**config.mk**
```make
export PLATFORM = sky130hd
export DESIGN_NAME = rtc_hour_ctr
export DESIGN_NICKNAME = d
export VERILOG_FILES = /design/src/rtl/rtc_hour_pkg.sv /design/src/rtl/rtc_hour_conv.sv /design/src/rtl/rtc_hour_step.sv /design/src/rtl/rtc_hour_ctr.sv
export SDC_FILE = /design/constraint.sdc
export NUM_CORES = 1
export LEC_CHECK = 0
export ABC_AREA = 1
export BUFFER_PORTS_ARGS = -buffer_cell sky130_fd_sc_hd__buf_2
export CORE_ASPECT_RATIO = 0.8
export CORE_UTILIZATION = 40
export DETAILED_ROUTE_END_ITERATION = 10
export PLACE_DENSITY = 0.63
export SETUP_SLACK_MARGIN = 0.5
export SYNTH_ARGS = -nofsm -noshare
export SYNTH_HDL_FRONTEND = slang
export SYNTH_SLANG_ARGS = --single-unit
```
**constraint.sdc**
```tcl
create_clock -name clk -period 22.8 [get_ports clk]
set_input_delay 4.56 -clock clk [delete_from_list [all_inputs] [get_ports clk]]
set_output_delay 4.56 -clock clk [all_outputs]
set_load 0.05 [all_outputs]
```
**src/rtl/rtc_hour_pkg.sv**
```systemverilog
package rtc_hour_pkg;
  localparam int HOUR_W   = 8;
  localparam int NIB_W    = 4;
  localparam int VAL_W    = 8;
  localparam int HOURS_DAY = 24;
  localparam int HOURS_HALF = 12;

  typedef logic [HOUR_W-1:0] hour_t;
  typedef logic [VAL_W-1:0]  hval_t;

  // BCD nibbles to binary value
  function automatic hval_t bcd_to_val(input logic [NIB_W-1:0] tens,
                                       input logic [NIB_W-1:0] units);
    hval_t t10;
    t10 = hval_t'(tens) * hval_t'(10);
    return t10 + hval_t'(units);
  endfunction

  // binary value (below 160) to BCD byte
  function automatic hour_t val_to_bcd(input hval_t v);
    hval_t t;
    hval_t u;
    t = v / hval_t'(10);
    u = v % hval_t'(10);
    return {t[NIB_W-1:0], u[NIB_W-1:0]};
  endfunction
endpackage

```
**src/rtl/rtc_hour_conv.sv**
```systemverilog
module rtc_hour_conv
  import rtc_hour_pkg::*;
#(
  parameter bit TO_24 = 1'b1
) (
  input  hour_t hour_in,
  output hour_t hour_out
);
  generate
    if (TO_24) begin : g_to24
      // 12-hour byte in, 24-hour byte out
      always_comb begin
        hval_t v;
        v = bcd_to_val({1'b0, hour_in[6:4]}, hour_in[3:0]);
        if (hour_in[7] && v < hval_t'(HOURS_HALF))
          v = v + hval_t'(HOURS_HALF);
        else if (!hour_in[7] && v == hval_t'(HOURS_HALF))
          v = '0;
        hour_out = val_to_bcd(v);
      end
    end else begin : g_to12
      // 24-hour byte in, 12-hour byte out
      always_comb begin
        hval_t v;
        logic  pm;
        hour_t enc;
        v  = bcd_to_val(hour_in[7:4], hour_in[3:0]);
        pm = (v > hval_t'(HOURS_HALF - 1));
        if (pm) v = v - hval_t'(HOURS_HALF);
        if (v == '0) v = hval_t'(HOURS_HALF);
        enc = val_to_bcd(v);
        hour_out = {pm, enc[6:0]};
      end
    end
  endgenerate
endmodule

```
**src/rtl/rtc_hour_step.sv**
```systemverilog
module rtc_hour_step
  import rtc_hour_pkg::*;
(
  input  hour_t hour_in,
  input  logic  fmt_24h,
  output hour_t hour_out,
  output logic  wrap
);
  hval_t v24;
  hval_t v12;
  hour_t enc24;
  hour_t enc12;

  always_comb begin
    v24   = bcd_to_val(hour_in[7:4], hour_in[3:0]);
    v12   = bcd_to_val({1'b0, hour_in[6:4]}, hour_in[3:0]);
    enc24 = val_to_bcd(v24 + hval_t'(1));
    enc12 = val_to_bcd(v12 + hval_t'(1));
    hour_out = hour_in;
    wrap     = 1'b0;
    if (fmt_24h) begin
      if (v24 >= hval_t'(HOURS_DAY - 1)) begin
        hour_out = '0;
        wrap     = 1'b1;
      end else begin
        hour_out = enc24;
      end
    end else begin
      if (v12 == hval_t'(HOURS_HALF - 1)) begin
        // 11 -> 12, meridian flips; PM->AM is the midnight rollover
        hour_out = {~hour_in[7], 7'h12};
        wrap     = hour_in[7];
      end else if (v12 >= hval_t'(HOURS_HALF)) begin
        hour_out = {hour_in[7], 7'h01};
      end else begin
        hour_out = {hour_in[7], enc12[6:0]};
      end
    end
  end
endmodule

```
**src/rtl/rtc_hour_ctr.sv**
```systemverilog
module rtc_hour_ctr
  import rtc_hour_pkg::*;
(
  input  logic       clk,
  input  logic       rst,
  input  logic       fmt_24h,
  input  logic       min_carry,
  input  logic       load_en,
  input  logic [7:0] load_val,
  output logic [7:0] hour_q,
  output logic       day_carry
);
  localparam hour_t MIDNIGHT_24 = 8'h00;
  localparam hour_t MIDNIGHT_12 = 8'h12;

  logic  fmt_q;
  hour_t as24, as12, base, stepped;
  logic  step_wrap;
  logic  fmt_chg;

  rtc_hour_conv #(.TO_24(1'b1)) u_to24 (.hour_in(hour_q), .hour_out(as24));
  rtc_hour_conv #(.TO_24(1'b0)) u_to12 (.hour_in(hour_q), .hour_out(as12));

  assign fmt_chg = (fmt_24h != fmt_q);

  always_comb begin
    if (fmt_chg) base = fmt_24h ? as24 : as12;
    else         base = hour_q;
  end

  rtc_hour_step u_step (
    .hour_in (base),
    .fmt_24h (fmt_24h),
    .hour_out(stepped),
    .wrap    (step_wrap)
  );

  always_ff @(posedge clk) begin
    if (rst) begin
      hour_q    <= fmt_24h ? MIDNIGHT_24 : MIDNIGHT_12;
      fmt_q     <= fmt_24h;
      day_carry <= 1'b0;
    end else begin
      fmt_q <= fmt_24h;
      if (load_en) begin
        hour_q    <= load_val;
        day_carry <= 1'b0;
      end else if (min_carry) begin
        hour_q    <= stepped;
        day_carry <= step_wrap;
      end else begin
        hour_q    <= base;
        day_carry <= 1'b0;
      end
    end
  end


  load_wins_chk: assert property (@(posedge clk) disable iff (rst)
    load_en |=> (hour_q == $past(load_val) && !day_carry));


  carry_cause_chk: assert property (@(posedge clk) disable iff (rst)
    day_carry |-> ($past(min_carry) && !$past(load_en)));


  carry24_zero_chk: assert property (@(posedge clk) disable iff (rst)
    (day_carry && fmt_q) |-> (hour_q == MIDNIGHT_24));


  carry12_am_chk: assert property (@(posedge clk) disable iff (rst)
    (day_carry && !fmt_q) |-> (hour_q == MIDNIGHT_12));


  hold_chk: assert property (@(posedge clk) disable iff (rst)
    (!load_en && !min_carry && fmt_24h == fmt_q) |=> $stable(hour_q));


  step12_valid_chk: assert property (@(posedge clk) disable iff (rst)
    (min_carry && !load_en && !fmt_24h) |=> (hour_q[6:5] == 2'b00));
endmodule

```
After elaboration in Yosys (flattened, before gate mapping)

Index checks and enable logic that the tools add are counted.

Input port bits: 13
Latch bits: 0
Logic and storage cells: 54
Register bits: 10
Memories kept: 0
Memory bits (writable): 0
Output and inout bits: 9
Bits in read-only memories: 0

Equality and inequality tests: 3
Reductions and logical operators: 5
$lt $le $gt $ge: 4
Mux-type cells: 17
Shift operators: 0
$mul: 4
Bitwise gates (word level): 2
Add/subtract/negate cells: 8
Divide/modulo/power cells: 8

Operators by type and width:

| cell                | number |
|---|---|
| $mux 8              | 12 |
| $div 8x4->8 const B | 4 |
| $mod 8x4->8 const B | 4 |
| $add 7x4->8         | 2 |
| $add 8x1->8 const B | 2 |
| $add 8x4->8         | 2 |
| $eq 8x4->1 const B  | 2 |
| $mul 4x3->7 const B | 2 |
| $mul 3x3->6 const B | 2 |
| $add 8x4->8 const B | 1 |
| $ge 8x4->1 const B  | 1 |
| $ge 8x5->1 const B  | 1 |
| $gt 8x4->1 const B  | 1 |
| $logic_not 8->1     | 1 |
| $lt 8x4->1 const B  | 1 |
| $sub 8x4->8 const B | 1 |
| $mux 7              | 1 |
| $mux 5              | 1 |
| $mux 1              | 3 |
| $reduce_or 3->1     | 1 |
| $logic_and 1x1->1   | 2 |
| $not 1->1           | 2 |
| $logic_not 1->1     | 1 |
| $ne 1x1->1          | 1 |

Logic depth before layout (Yosys ltp)

Word-level depth: 19
Depth in mapped cells: 84
Gate-level depth less buffers: 84

Hierarchy

Synthesis repeated with hierarchy kept, for this count alone.

Cells, all modules: 778
Area total of the unflattened synthesis: 4450.5 sq um

Modules (own cells, without submodules):

| module                 | times used | cells each | sequential area each (sq um) | area an instance (sq um) |
|---|---|---|---|---|
| rtc_hour_step          | 1          | 303        | 0.0                          | 1654.1 |
| rtc_hour_conv (u_to12) | 1          | 223        | 0.0                          | 1392.6 |
| rtc_hour_conv (u_to24) | 1          | 130        | 0.0                          | 724.4 |
| rtc_hour_ctr           | 1          | 122        | 200.2                        | 679.4 |

Least setup slack after synthesis

OpenSTA, ideal clock, no wires.

Path kind: in2reg
Start: input fmt_24h
End: register hour_q[3]
Arrival: 10.831 ns
Setup slack: 11.847 ns
Data required time: 22.678 ns
Stages: 65
Library setup time: 0.122 ns
Path buffers: 1
Cells stage by stage: inv_1 > clkbuf_8 > nand2_1 > o21ai_2 > nor2_4 > nand2_2 > nand2_1 > inv_1 > nand2_1 > nand2_2 > nand2_1 > nand2_1 > nand2_1 > nand2_2 > nand2_2 > nand2_1 > nand2_1 > nand2_1 > [... 29 more ...] > nand2_1 > nand2_2 > nand2_1 > nand2_1 > nand3_1 > nand2_2 > nand3_1 > nand2_1 > inv_2 > ha_1 > xnor2_1 > nand2_1 > o211ai_1 > nand2_1 > inv_1 > nand2_1 > nand2_1 > a21oi_2

Longest elaborated chain between the ends: 12
Elaborated cells on any way between the ends: 21
Those cells by class: 4 x add/sub; 2 x mul; 2 x div; 2 x order compare; 2 x eq/ne; 9 x mux

RTL lines:

| what                                                | RTL line           | text |
|---|---|---|
| from (decl)                                         | rtc_hour_ctr.sv:6  | `input logic fmt_24h,` |
| branches (longest 9 deep; another with $add 8x4->8) | n/a                |  |
| $mux 8 (*)                                          | rtc_hour_ctr.sv:48 | `end else if (min_carry) begin` |
| $mux 8 (*)                                          | rtc_hour_ctr.sv:45 | `if (load_en) begin` |
| $mux 8 (*)                                          | rtc_hour_ctr.sv:39 | `if (rst) begin` |
| to (signal assigned)                                | rtc_hour_ctr.sv:40 | `hour_q <= fmt_24h ? MIDNIGHT_24 : MIDNIGHT_12;` |
| to (signal assigned)                                | rtc_hour_ctr.sv:46 | `hour_q <= load_val;` |
| to (signal assigned)                                | rtc_hour_ctr.sv:49 | `hour_q <= stepped;` |
| to (decl)                                           | rtc_hour_ctr.sv:10 | `output logic [7:0] hour_q,` |

Every way passes the cells marked *.
A chain may end at the register's enable or synchronous reset.

Worst setup path after layout

Ends and elaborated chain as after synthesis.

==> impl_metrics.json <==
{
  "hp-class": "register to register",
  "grt_start_max_net_pins": 16,
  "ioPinCount": 22,
  "syn_inst": 694,
  "clk_pin_slew_ps": 40,
  "arrival_ps": 12040,
  "clock_latency_ps": 240,
  "finalSetupViolations": 0,
  "drv_slew": 0,
  "area_growth_pct": 7.66,
  "tightest_slew_ps": 657,
  "overflow": 0,
  "syn_nets": 747,
  "slew_headroom_pct": 56.2,
  "fin_crit_ps": 11920,
  "synth_edf_count": 0,
  "grt_pass1_wl_um": 16900,
  "antenna_left": 0,
  "fp.dieW_um": 114,
  "start_kind": "input port",
  "fin_skew_ps": 1.12,
  "setup.worst_path.class": "input port to register",
  "yosys_warnings": 0,
  "critical_path_required_ps": 22920,
  "critPathMaxStageDelay_ps": 490,
  "htreeDepth": 1,
  "start_util_pct": 41.5,
  "fp.coreArea_um2": 9690,
  "totalWireLength_um": 9650,
  "portBuffers": 21,
  "clock_sinks": 10,
  "ys_ff_latch": 10,
  "cp_max_fo": 13,
  "diodes": 0,
  "cts.path.max_buffers": 2,
  "route.detailed.drc": 0,
  "hold_violations": 0,
  "gr-usage-all-layers_pct": 19.4,
  "synthArstFlopShare_pct": 0,
  "fmax_mhz": 83.9,
  "period_share_pct": 52.3,
  "cts_setup_buffers": 0,
  "cp-end-kind": "register",
  "syn-cell-area_um2": 4020,
  "drt_first_iter_violations": 167,
  "fin_nets": 768,
  "vias": 4205,
  "final.setup.tns_ps": 0,
  "cts_tree": "done",
  "outcome": "finished clean",
  "drive_above_1_share_pct": 20.6,
  "wl_per_cell_um": 11.4,
  "antenna_found_initial": 0,
  "synth_cell_types": 51,
  "cts_hold_buf": 0,
  "cts_made_buffers": 3,
  "synth_area_per_cell_um2": 5.79,
  "cts-root-buf": "clkbuf_16",
  "dr.pass1.iters": 4,
  "rsz0062_at_grt": "false",
  "cp_common_cell": "nand2_1",
  "grt_pass1_vias": 3821,
  "gp_congestion": 0.915,
  "ys.flop_type": "dfxtp_1",
  "utilization_pct": 44.6,
  "slowest_stage": "o21ai_0",
  "ys_seq_area_share_pct": 4.98,
  "die_y_um": 91.6,
  "die_area_um2": 10400,
  "drv_cap": 0,
  "cts-resized-gates": 0,
  "dp.final_hpwl_um": 8310,
  "rows": 32,
  "viasPerCell": 4.95
}
[Yosys cell counts, types with 10 or more instances]
library cell,instances,area (um^2)
nand2_1,191,717
inv_1,107,402
nand3_1,75,375
nand2_2,48,300
nor2_1,47,176
ha_1,36,450
o21ai_0,21,105
inv_2,18,67.6
a21oi_1,15,75.1
xor2_1,12,105
dfxtp_1,10,200
nand3_2,10,100
nand4_1,10,62.6
[final timing paths]
check	slack [ps]	cells past startpoint	from	endpoint
setup / recovery	10880	60	fmt_24h	hour_q[3]
hold / removal	720	4	hour_q[2]	hour_q[2]
setup reg to reg	13170	67	hour_q[7]	hour_q[3]
hold reg to reg	720	4	hour_q[2]	hour_q[2]
[logic make-up after synthesis]
| group | share of synthesized area [%] |
|---|---|
| AOI/OAI and AO/OA | 12.0 |
| xor gates and xnor gates | 6.85 |
| adders and majority gates | 13.2 |
| buffers and inverters | 13.7 |
| DFF | 4.98 |
| and+or+nand+nor | 49.3 |
[layer usage]
metal	vias up	global-route usage (%)	routed length [um]	share of wire (%)
met5	-	0	0	0
met4	0	3.14	119	1.2
met3	13	1.52	314	3.3
met2	71	30.2	3930	41
met1	1886	29.4	5290	55
li1	2235	-	-	-
[area by class of cell]
type,count,area (um^2)
flip-flops and latches,10,200
well taps,136,170
fillers,1095,5370
clock buffers,4,88.8
multi-input cells,549,3270
repair buffers,21,105
inverters,130,493
[per-stage QoR]
stage,hold WS (ps),area (um^2),cells,setup WS [ps]
after floorplan,783,4020,694,11850
after global placement,730,4240,846,11010
after detailed placement,718,4240,846,10680
after CTS,725,4320,850,10910
after global routing,770,4320,850,10000
final,723,4320,850,10880
[cell usage in the layout, fill, tap and decap left out, drive strengths merged]
cell,netlist,routed
fa,4,4
o21ai,37,37
nand2,245,245
nor3,2,2
and3,1,1
clkinv,4,4
a21oi,22,22
clkbuf,3,4
nand3,85,85
o211ai,6,6
dfxtp,10,10
nand3b,3,3
xor2,18,18
inv,126,126
o22ai,1,1
ha,36,36
nor4,3,3
o21a,1,1
o21bai,1,1
xnor2,7,7
or2,3,3
a21boi,1,1
nand4,10,10
a21o,2,2
a31oi,1,1
a2111oi,1,1
o221ai,1,1
buf,2,21
and2,2,2
nor2,56,56
[worst max-delay path: cells and delay by family]
kind / cells / cell delay [ps]
xor+xnor: 3 / 730
fa+ha+maj: 5 / 1240
compound gates: 6 / 940
buf+inv: 11 / 1170
simple gates: 35 / 3370
[flip-flops by register name, indices dropped and copies added, names as in the netlist]
signal and cells:
fmt_q 1, day_carry 1, hour_q 8
Power is not shown: default switching activity piles up to over one toggle a cycle in this logic, so the estimate is an artifact.
